[config.mk]
export PLATFORM = sky130hd
export DESIGN_NAME = serial_rx_core
export DESIGN_NICKNAME = d
export VERILOG_FILES = /design/src/rtl/urx_pkg.sv /design/src/rtl/urx_sync.sv /design/src/rtl/urx_tick_gen.sv /design/src/rtl/urx_frame_fsm.sv /design/src/rtl/serial_rx_core.sv
export SDC_FILE = /design/constraint.sdc
export NUM_CORES = 1
export LEC_CHECK = 0
export BUFFER_PORTS_ARGS = -buffer_cell sky130_fd_sc_hd__buf_4
export CAP_MARGIN = 20
export CORE_MARGIN = 2
export CORE_UTILIZATION = 55
export DETAILED_ROUTE_END_ITERATION = 6
export PLACE_DENSITY_LB_ADDON = 0.3
export SLEW_MARGIN = 30
export SYNTH_ARGS = -nofsm -noshare
export SYNTH_HDL_FRONTEND = slang
export SYNTH_HIERARCHICAL = 1
export SYNTH_SLANG_ARGS = --single-unit
[constraint.sdc]
create_clock -name clk -period 2.3 [get_ports clk]
set_input_delay 0.23 -clock clk [delete_from_list [all_inputs] [get_ports clk]]
set_output_delay 0.23 -clock clk [all_outputs]
set_load 0.1 [all_outputs]
[src/rtl/urx_pkg.sv]
package urx_pkg;
    localparam int MAX_BITS = 9;
    localparam int MIN_BITS = 5;
    localparam int ADR_W    = MAX_BITS - 1;
    localparam int OS_HI    = 16;
    localparam int OS_LO    = 8;
    localparam int OSC_W    = $clog2(OS_HI);
    localparam int BCNT_W   = 4;

    typedef enum logic [2:0] {
        ST_IDLE,
        ST_START,
        ST_DATA,
        ST_PARITY,
        ST_STOP
    } rx_state_e;
endpackage

[src/rtl/urx_sync.sv]
module urx_sync #(
    parameter int STAGES = 2
) (
    input  logic clk,
    input  logic rst_n,
    input  logic din,
    output logic dout
);
    logic [STAGES-1:0] pipe;

    always_ff @(posedge clk or negedge rst_n) begin
        if (!rst_n) pipe <= '1;
        else        pipe <= {pipe[STAGES-2:0], din};
    end

    assign dout = pipe[STAGES-1];
endmodule

[src/rtl/urx_tick_gen.sv]
module urx_tick_gen #(
    parameter int DIV_W = 12
) (
    input  logic             clk,
    input  logic             rst_n,
    input  logic [DIV_W-1:0] divisor,
    output logic             tick
);
    logic [DIV_W-1:0] cnt;
    logic [DIV_W-1:0] last;

    assign last = (divisor == '0) ? '0 : divisor - 1'b1;

    always_ff @(posedge clk or negedge rst_n) begin
        if (!rst_n) begin
            cnt  <= '0;
            tick <= 1'b0;
        end else if (cnt >= last) begin
            cnt  <= '0;
            tick <= 1'b1;
        end else begin
            cnt  <= cnt + 1'b1;
            tick <= 1'b0;
        end
    end

    assert_tick_spacing_R3: assert property (@(posedge clk) disable iff (!rst_n)
        (tick && $past(divisor) > 1 && divisor > 1) |=> !tick);
endmodule

[src/rtl/urx_frame_fsm.sv]
module urx_frame_fsm
    import urx_pkg::*;
(
    input  logic                clk,
    input  logic                rst_n,
    input  logic                tick,
    input  logic                rx,
    input  logic                os_sel,
    input  logic [BCNT_W-1:0]   nbits,
    input  logic                par_en,
    input  logic                par_odd,
    input  logic [1:0]          nstop,
    output logic                done,
    output logic [MAX_BITS-1:0] fr_data,
    output logic                fr_perr,
    output logic                fr_ferr
);
    rx_state_e state_q, state_d;

    logic [OSC_W-1:0]    os_cnt;
    logic [OSC_W-1:0]    os_last;
    logic [OSC_W-1:0]    os_mid;
    logic [BCNT_W-1:0]   bit_cnt;
    logic [2:0]          smp;
    logic                maj;
    logic                bit_end;
    logic                last_data;
    logic                last_stop;
    logic [MAX_BITS-1:0] shreg;
    logic                par_acc;
    logic                perr_q;
    logic                ferr_q;

    assign os_last   = os_sel ? OSC_W'(OS_LO - 1) : OSC_W'(OS_HI - 1);
    assign os_mid    = os_sel ? OSC_W'(OS_LO / 2) : OSC_W'(OS_HI / 2);
    assign maj       = (smp[0] & smp[1]) | (smp[0] & smp[2]) | (smp[1] & smp[2]);
    assign bit_end   = tick && (os_cnt == os_last);
    assign last_data = (bit_cnt == nbits - 1'b1);
    assign last_stop = (bit_cnt[1:0] == nstop - 1'b1);

    // state register
    always_ff @(posedge clk or negedge rst_n) begin
        if (!rst_n) state_q <= ST_IDLE;
        else        state_q <= state_d;
    end

    // next-state logic
    always_comb begin
        state_d = state_q;
        unique case (state_q)
            ST_IDLE:   if (tick && !rx) state_d = ST_START;
            ST_START: begin
                if (tick && os_cnt == os_mid && rx) state_d = ST_IDLE;
                else if (bit_end)                   state_d = ST_DATA;
            end
            ST_DATA:   if (bit_end && last_data) state_d = par_en ? ST_PARITY : ST_STOP;
            ST_PARITY: if (bit_end) state_d = ST_STOP;
            ST_STOP:   if (bit_end && last_stop) state_d = ST_IDLE;
            default:   state_d = ST_IDLE;
        endcase
    end

    // datapath and outputs
    always_ff @(posedge clk or negedge rst_n) begin
        if (!rst_n) begin
            os_cnt  <= '0;
            bit_cnt <= '0;
            smp     <= '1;
            shreg   <= '0;
            par_acc <= 1'b0;
            perr_q  <= 1'b0;
            ferr_q  <= 1'b0;
            done    <= 1'b0;
            fr_data <= '0;
            fr_perr <= 1'b0;
            fr_ferr <= 1'b0;
        end else begin
            done <= 1'b0;
            if (state_q == ST_IDLE)
                os_cnt <= '0;
            else if (tick)
                os_cnt <= (os_cnt == os_last) ? '0 : os_cnt + 1'b1;

            if (state_q != state_d)  bit_cnt <= '0;
            else if (bit_end)        bit_cnt <= bit_cnt + 1'b1;

            if (tick) begin
                if (os_cnt == os_mid - 1'b1) smp[0] <= rx;
                if (os_cnt == os_mid)        smp[1] <= rx;
                if (os_cnt == os_mid + 1'b1) smp[2] <= rx;
            end

            unique case (state_q)
                ST_IDLE: ;
                ST_START: begin
                    shreg   <= '0;
                    par_acc <= 1'b0;
                    perr_q  <= 1'b0;
                    ferr_q  <= 1'b0;
                end
                ST_DATA: if (bit_end) begin
                    shreg   <= {maj, shreg[MAX_BITS-1:1]};
                    par_acc <= par_acc ^ maj;
                end
                ST_PARITY: if (bit_end) perr_q <= maj ^ par_acc ^ par_odd;
                ST_STOP: if (bit_end) begin
                    if (!maj) ferr_q <= 1'b1;
                    if (last_stop) begin
                        done    <= 1'b1;
                        fr_data <= shreg >> (BCNT_W'(MAX_BITS) - nbits);
                        fr_perr <= perr_q;
                        fr_ferr <= ferr_q | !maj;
                    end
                end
                default: ;
            endcase
        end
    end

    assert_bitcnt_range_R1: assert property (@(posedge clk) disable iff (!rst_n)
        (state_q == ST_DATA) |-> (bit_cnt < nbits));
endmodule

[src/rtl/serial_rx_core.sv]
module serial_rx_core
    import urx_pkg::*;
#(
    parameter int DIV_W = 12
) (
    input  logic                clk,
    input  logic                rst_n,
    input  logic                rx_line,
    input  logic [DIV_W-1:0]    divisor,
    input  logic                os_sel,
    input  logic [3:0]          data_bits,
    input  logic [1:0]          parity_mode,
    input  logic [1:0]          stop_bits,
    input  logic                addr_mode,
    input  logic [ADR_W-1:0]    node_addr,
    input  logic                rd_pulse,
    input  logic                err_clr,
    output logic [MAX_BITS-1:0] rx_data,
    output logic                data_ready,
    output logic                err_frame,
    output logic                err_parity,
    output logic                err_overrun,
    output logic                rts
);
    logic                rx_s;
    logic                tick;
    logic [BCNT_W-1:0]   nbits;
    logic [1:0]          nstop;
    logic                par_en;
    logic                done;
    logic [MAX_BITS-1:0] fr_data;
    logic                fr_perr;
    logic                fr_ferr;
    logic                filter_on;
    logic                is_addr;
    logic                addr_hit;
    logic                listen_q;
    logic                accept;
    logic                load;

    assign nbits  = (data_bits < 4'(MIN_BITS)) ? BCNT_W'(MIN_BITS) :
                    (data_bits > 4'(MAX_BITS)) ? BCNT_W'(MAX_BITS) : data_bits;
    assign nstop  = (stop_bits == 2'd0) ? 2'd1 : stop_bits;
    assign par_en = (parity_mode == 2'b01) || (parity_mode == 2'b10);

    urx_sync #(.STAGES(2)) u_sync (
        .clk(clk), .rst_n(rst_n), .din(rx_line), .dout(rx_s)
    );

    urx_tick_gen #(.DIV_W(DIV_W)) u_tick (
        .clk(clk), .rst_n(rst_n), .divisor(divisor), .tick(tick)
    );

    urx_frame_fsm u_fsm (
        .clk(clk), .rst_n(rst_n), .tick(tick), .rx(rx_s), .os_sel(os_sel),
        .nbits(nbits), .par_en(par_en), .par_odd(parity_mode[1]), .nstop(nstop),
        .done(done), .fr_data(fr_data), .fr_perr(fr_perr), .fr_ferr(fr_ferr)
    );

    assign filter_on = addr_mode && (nbits == BCNT_W'(MAX_BITS));
    assign is_addr   = fr_data[MAX_BITS-1];
    assign addr_hit  = (fr_data[ADR_W-1:0] == node_addr);
    assign accept    = !filter_on || (is_addr ? addr_hit : listen_q);
    assign load      = done && accept;

    always_ff @(posedge clk or negedge rst_n) begin
        if (!rst_n) begin
            listen_q    <= 1'b0;
            rx_data     <= '0;
            data_ready  <= 1'b0;
            err_frame   <= 1'b0;
            err_parity  <= 1'b0;
            err_overrun <= 1'b0;
        end else begin
            if (done && filter_on && is_addr) listen_q <= addr_hit;

            if (err_clr) begin
                err_frame   <= 1'b0;
                err_parity  <= 1'b0;
                err_overrun <= 1'b0;
            end

            if (load && data_ready && !rd_pulse) begin
                err_overrun <= 1'b1;
            end else if (load) begin
                rx_data    <= fr_data;
                data_ready <= 1'b1;
                if (fr_ferr) err_frame  <= 1'b1;
                if (fr_perr) err_parity <= 1'b1;
            end else if (rd_pulse) begin
                data_ready <= 1'b0;
            end
        end
    end

    assign rts = !data_ready;

    assert_perr_needs_parity_R2: assert property (@(posedge clk) disable iff (!rst_n)
        $rose(err_parity) |-> $past(par_en));
    assert_hold_stable_R5: assert property (@(posedge clk) disable iff (!rst_n)
        (data_ready && !rd_pulse) |=> $stable(rx_data));
    assert_ready_falls_on_read_R5: assert property (@(posedge clk) disable iff (!rst_n)
        $fell(data_ready) |-> $past(rd_pulse));
    assert_overrun_when_full_R6: assert property (@(posedge clk) disable iff (!rst_n)
        $rose(err_overrun) |-> $past(data_ready));
    assert_rts_low_when_full_R9: assert property (@(posedge clk) disable iff (!rst_n)
        data_ready |-> !rts);
endmodule

==> impl_metrics.tcl, run 1 <==
set metrics [dict create \
    period_share_pct 98.3 \
    antenna_found_initial 0 \
    synth_edf_count 0 \
    p_int_mw 2.00 \
    fin_area_um2 5460 \
    max-slew-margin-rel_pct 43.2 \
    cellPowerDensity_nw_per_um2 546 \
    crit_fanout 13 \
    drive_above_1_share_pct 24.6 \
    switching_share_pct 32.9 \
    place_area_um2 5220 \
    ys_async_sr_fraction_pct 100 \
    grt_usage_pct 23.4 \
    grt_max_degree 68 \
    avgSynthCellArea_um2 9.13 \
    start_kind "input pin" \
    report.final.setup_viol 0 \
    wirelength_um 10000 \
    cts_sinks 67 \
    syn_inst 499 \
    ys_seq_area_share_pct 36.9 \
    grt_pass1_wl_um 16700 \
    finish.utilization_pct 67.1 \
    holdWs_ns -0.0261 \
    max_freq_mhz 442 \
    dr.pass1.iters 4 \
    dp_hpwl_um 7310 \
    fill_cells 627 \
    ant_nets 0 \
    cap_violations 0 \
    clk_pin_slew_worst_paths_ns 0.07 \
    synth_seq_cells 67 \
    core.rowCount 33 \
    vias_per_cell 5.76 \
    clock-root-buffer "clkbuf_8" \
    clock_skew_ns 0.0116 \
    finalHoldViolations 16 \
    clkPwrFrac_pct 28.8 \
    reg2regPathDepth 6 \
    dieArea_um2 9030 \
    critical_path_arrival_ns 2.51 \
    min_path_type "in -> async" \
    wl_per_cell_um 14.7 \
    nets 627 \
    dominantRegCellSynth "dfrtp_1" \
    first_iter_violations 184 \
    synth_area_um2 4560 \
    clk_path_buf_depth 2 \
    synth_top_area_share_pct 34.0 \
    syn-num-nets 556 \
    core_um2 8130 \
    clk_latency_ns 0.35 \
    yosysTopAreaCell "dfrtp_1" \
    rrSetupSlack_ns 0.30 \
    start_util_pct 56.0 \
    globalRoute.totalOverflow 0 \
    cts_tree "yes" \
    vias 3913 \
    ir_worst_vdd_v 0.000562 \
    cts_made_buffers 9 \
    place_congestion 0.844 \
    dieWidth_um 95.0 \
    rsz0062_at_grt "true" \
    crit_required_ns 2.55 \
    r2r-end "u_fsm/fr_data[4]" \
    grt_pass1_vias 3704 \
    ys_types 65 \
    layout_commonest_cell "buf_4" \
    p_seq_share_pct 46.1 \
    diodes 0 \
    cts_setup_buffers 0 \
    ys.warnings.count 6 \
    port_buffers 48 \
    finalMaxSlewViolations 0 \
    worst_pin_slew_ns 0.852 \
    pwr-share-comb_pct 25.2 \
    p_sw_mw 0.981 \
    fin_crit_ns 2.26 \
    drc 0 \
    die_h_um 95.0 \
    area.growth.synth_to_final_pct 19.7 \
    ios 49 \
    crit_type "in -> reg" \
    final_cell_mix "buf_4 (80), nand2_1 (70), dfrtp_1 (62)" \
    h-tree-depth 3 \
    yosys-top-cells-area "dfrtp_1 (34%), ha_1 (6.0%), nand2_1 (5.8%)" \
    status "complete, but fails checks" \
    leakage_nw 2.33 \
    violations "negative hold slack" \
    r2r_start "u_fsm/bit_cnt[1]" \
    endpoint_kind "flop" \
]
[registers in the layout, summed over array words and instances (netlist names), 2 cells and up]
signal	cells
u_fsm/bit_cnt	4
u_fsm/smp	3
u_fsm/os_cnt	4
rx_data	9
u_tick/cnt	12
u_fsm/state_q	3
u_fsm/shreg	9
u_sync/pipe	2
u_fsm/fr_data	9
[cells by family after synthesis]
logic type | Yosys count | share of synthesized area (%)
multiplexers | 18 | 4.12
AND/OR/NAND/NOR | 178 | 20.5
adder cells (fa/ha/maj) | 23 | 6.26
flip-flops | 67 | 36.9
XOR/XNOR | 44 | 8.62
AO/OA/AOI/OAI | 113 | 17.8
buffers and inverters | 56 | 5.74
[layout make-up]
cell class / count / area [µm²] / share of cell area [%]
clock buffer: 10 / 138 / 2.52
clock inverter: 5 / 30.0 / 0.550
inverter: 32 / 120 / 2.20
multi-input combinational: 376 / 2710 / 49.7
sequential: 67 / 1680 / 30.8
tap: 105 / 131 / 2.41
timing repair buffer: 84 / 644 / 11.8
[layer usage]
layer | routed length, µm | GRT usage, % | vias to the layer above | share of wire [%]
met3 | 366 | 5.30 | 11 | 3.7
met1 | 4410 | 28.5 | 1888 | 44
met5 | 0 | 0 | - | 0
met4 | 120 | 7.00 | 0 | 1.2
met2 | 5100 | 41.5 | 82 | 51
li1 | - | - | 1932 | -
[worst max-delay path: stages]
cell and delay (ns):
buf_4 0.11, or4_4 0.58, nor3_4 0.24, buf_4 0.15, a31oi_1 0.08, ha_1 0.28
nand2b_1 0.13, a21oi_1 0.13, o21ai_0 0.09, buf_4 0.21, a211oi_1 0.26
[repair_timing]
| item | in CTS | in global routing |
|---|---|---|
| hold buffers | 1 | 0 |
| gates resized for setup | 0 | 13 |
| endpoints found under the hold margin | 1 | 0 |
| endpoints found under the setup margin | 0 | 12 |
[synthesized netlist by cell type (all sizes together), types with 2 or more instances]
master / count
nand2: 70
dfrtp: 62
inv: 32
xnor2: 28
o21ai: 27
nor2: 23
ha: 22
nand3: 17
xor2: 16
nor3: 15
buf: 13
a211oi: 12
a21oi: 12
mux2i: 12
clkbuf: 11
and2: 9
a2111oi: 8
a221oi: 8
nand2b: 8
o211ai: 8
o311ai: 8
nand4: 7
mux2: 6
nor4: 6
a31oi: 5
dfstp: 5
o31ai: 4
or2: 4
a21o: 3
nor2b: 3
nor3b: 3
o41ai: 3
or4: 3
a21boi: 2
and3: 2
nand3b: 2
o221ai: 2
o32ai: 2
or3b: 2
[per-stage QoR]
stage	worst slack, ns	cells	TNS (ns)	total power, mW	hold WS [ns]
after detailed placement	-0.307	663	-3.50	2.09	0.340
after floorplan	-0.0244	499	-0.230	1.81	-0.0656
after global routing	-0.0773	679	-0.0848	3.14	0.0523
after CTS	0.0491	679	0	2.95	0.0105
after global placement	-0.167	663	-2.01	2.06	0.339
final	0.0380	679	0	2.98	-0.0261
[power by group through the flow]
stage          clock network (mW)  registers, mW  logic, mW
4_1_cts                     0.877           1.37      0.703
6_report                    0.858           1.37      0.750
2_1_floorplan                   0           1.35      0.466
5_1_grt                     0.933           1.38      0.826
3_5_place_dp                    0           1.40      0.698
3_3_place_gp                    0           1.39      0.668
[how the worst max path moves through the flow]
stage	start	slack (ns)	end	cells past startpoint
finish	divisor[8]	0.04	u_tick/cnt[8]	11
global placement	divisor[3]	-0.17	u_tick/cnt[0]	11
detailed placement	divisor[6]	-0.31	u_tick/cnt[10]	12
CTS	divisor[6]	0.05	u_tick/cnt[10]	12
global route	divisor[8]	-0.08	u_tick/cnt[8]	11
floorplan	divisor[6]	-0.02	u_tick/cnt[1]	9
No activity file was read; power rests on OpenSTA's default activity.
==> inputs of run 2 (changes only) <==
- ABC_AREA: unset -> 1
==> impl_metrics.tcl, run 2 <==
set metrics [dict create \
    holdWs_ns 0.138 \
    clk_pin_slew_worst_paths_ns 0.08 \
    synth-xor-area-share_pct 4.42 \
    max-slew-margin-rel_pct 44.8 \
    wirelength_um 9170 \
    diodes 0 \
    crit_type "reg -> reg" \
    vias 3852 \
    synth_top_family_by_area "simple AND/OR/NAND/NOR gates" \
    nets 703 \
    finish.utilization_pct 65.9 \
    r2r_start "u_fsm/os_cnt[0]" \
    yosysTopAreaCell "dfrtp_1" \
    clk_latency_ns 0.35 \
    syn_inst 590 \
    drive_above_1_share_pct 19.2 \
    crit_required_ns 2.53 \
    dp_hpwl_um 6940 \
    antenna_found_initial 0 \
    fin_crit_ns 1.98 \
    regMostFlops "u_tick/cnt" \
    post_synth_mux_area_share_pct 0 \
    cap_violations 0 \
    wl_per_cell_um 12.2 \
    endpoint_kind "flop" \
    critical_path_arrival_ns 2.21 \
    clock-root-buffer "clkbuf_8" \
    r2r-end "u_fsm/fr_ferr" \
    port_buffers 48 \
    period_share_pct 86.0 \
    fill_cells 671 \
    die_h_um 93 \
    syn-num-nets 647 \
    ios 49 \
    finalHoldViolations 0 \
    synth_commonest_cells "nand2_1 (185), inv_1 (86), dfrtp_1 (62), nand3_1 (47), nor2_1 (29)" \
    cp_slowest_cell "dfrtp_1" \
    min_path_type "in -> reg" \
    start_util_pct 56.7 \
    dieArea_um2 8650 \
    grt_pass1_wl_um 15500 \
    cts_tree "yes" \
    dieWidth_um 93 \
    vias_per_cell 5.12 \
    ys_async_sr_fraction_pct 100 \
    ys.warnings.count 6 \
    layout_commonest_cell "nand2_1" \
    place_area_um2 4820 \
    hold_end "err_frame" \
    hold_depth 4 \
    area.growth.synth_to_final_pct 16.2 \
    cts_sinks 67 \
    synth_seq_cells 67 \
    dominantRegCellSynth "dfrtp_1" \
    final_cell_mix "nand2_1 (185), inv_1 (86), dfrtp_1 (62)" \
    cts_setup_buffers 0 \
    core_um2 7690 \
    dr.pass1.iters 5 \
    place_congestion 0.928 \
    grt_pass1_vias 3690 \
    synthAdderAreaFrac_pct 6.32 \
    h-tree-depth 3 \
    crit_fanout 11 \
    cts_made_buffers 9 \
    finalMaxSlewViolations 0 \
    ir_worst_vdd_v 0.000682 \
    crit_path_max_incr_delay_ns 0.43 \
    report.final.setup_viol 0 \
    largest_reg_flops 12 \
    synth.most_common_cell "nand2_1" \
    clock_skew_ns 0.00851 \
    yosys-top-cells-area "dfrtp_1 (36%), nand2_1 (16%), inv_1 (7.4%)" \
    core.rowCount 32 \
    globalRoute.totalOverflow 0 \
    cellPowerDensity_nw_per_um2 640 \
    power_mw 3.24 \
    fin_area_um2 5060 \
    grt_max_degree 68 \
    grt_usage_pct 22.2 \
    worst_pin_slew_ns 0.827 \
    first_iter_violations 140 \
    synth-simple-area-share_pct 33.4 \
    synth_top_area_share_pct 35.6 \
    status "finished, final reports clean" \
    synth_edf_count 0 \
    avgSynthCellArea_um2 7.38 \
    cp_cell_sequence "ha_1 -> nand3_2 -> nor2_2 -> nand3_1 -> nor4_2 -> inv_1 -> nand2_1 -> o21ai_1" \
    tns_ns 0 \
    start_kind "flop" \
    synth_area_um2 4360 \
    rsz0062_at_grt "false" \
    ys_types 37 \
    leakage_nw 2.70 \
    rrSetupSlack_ns 0.32 \
    ys_seq_area_share_pct 38.6 \
    synth_compound_area_share_pct 7.50 \
    max_freq_mhz 506 \
    drc 0 \
    clk_path_buf_depth 2 \
    ant_nets 0 \
    reg2regPathDepth 8 \
    min-delay-start "err_clr" \
]
[run 2: cell types whose count changed after synthesis, moves of 20 or more]
cell     change
nand2_1    +115
xnor2_1     -20
inv_1       +54
nand3_1     +31
nor2_2      +21
[run 2: logic make-up after synthesis]
kind of cell / Yosys count
AOI/OAI and AO/OA: 56
xor gates and xnor gates: 22
adders and majority gates: 22
buffers and inverters: 102
DFF: 67
and+or+nand+nor: 321
[run 2: power by group]
group	switching, mW	internal [mW]	leakage [nW]	total [mW]
combinational	0.416	0.303	1.70	0.719
clock	0.488	0.617	0.106	1.10
sequential	0.128	1.29	0.896	1.41
[run 2: how the worst max path moves through the flow]
stage / start / endpoint / depth (start not counted)
after global routing: u_fsm/os_cnt[0] / u_fsm/fr_ferr / 8
after global placement: divisor[3] / u_tick/cnt[0] / 15
after CTS: u_fsm/os_cnt[0] / u_fsm/fr_ferr / 8
final: u_fsm/os_cnt[0] / u_fsm/fr_ferr / 8
after detailed placement: divisor[0] / u_tick/cnt[1] / 17
after floorplan: data_bits[3] / u_fsm/bit_cnt[0] / 15
[run 2: cell type report]
| class | count | area (µm²) | area share (%) |
|---|---|---|---|
| well taps | 102 | 128 | 2.52 |
| multi-input cells | 421 | 2250 | 44.4 |
| clock inverters | 7 | 101 | 2.00 |
| flip-flops and latches | 67 | 1680 | 33.2 |
| inverters | 89 | 337 | 6.65 |
| repair buffers | 58 | 440 | 8.70 |
| clock buffers | 9 | 124 | 2.45 |
[run 2: routing by layer]
| layer | vias to the layer above | part of all wire (%) | global-route usage (%) |
|---|---|---|---|
| met5 | - | 0 | 0 |
| met4 | 0 | 2.2 | 8.46 |
| met3 | 19 | 3.4 | 3.95 |
| met2 | 66 | 51 | 40.2 |
| met1 | 1797 | 44 | 26.2 |
| li1 | 1970 | - | - |
[run 2: repair_timing]
item	4_1_cts	5_1_grt
setup endpoints to repair	0	0
hold buffers	2	0
gates resized for setup	0	0
hold endpoints to repair	2	0
[run 2: per-stage QoR]
| stage | setup WS (ns) | instances |
|---|---|---|
| 2_1_floorplan | 0.0950 | 590 |
| 3_3_place_gp | 0.143 | 735 |
| 3_5_place_dp | 0.0390 | 735 |
| 4_1_cts | 0.266 | 753 |
| 5_1_grt | 0.120 | 753 |
| 6_report | 0.322 | 753 |
[run 2: critical path, delay by kind of cell, from the launching register on]
| family | cells | cell delay, ns |
|---|---|---|
| AND/OR/NAND/NOR | 5 | 0.85 |
| flip-flops | 1 | 0.43 |
| buffers and inverters | 1 | 0.29 |
| adder cells (fa/ha/maj) | 1 | 0.23 |
| AO/OA/AOI/OAI | 1 | 0.07 |
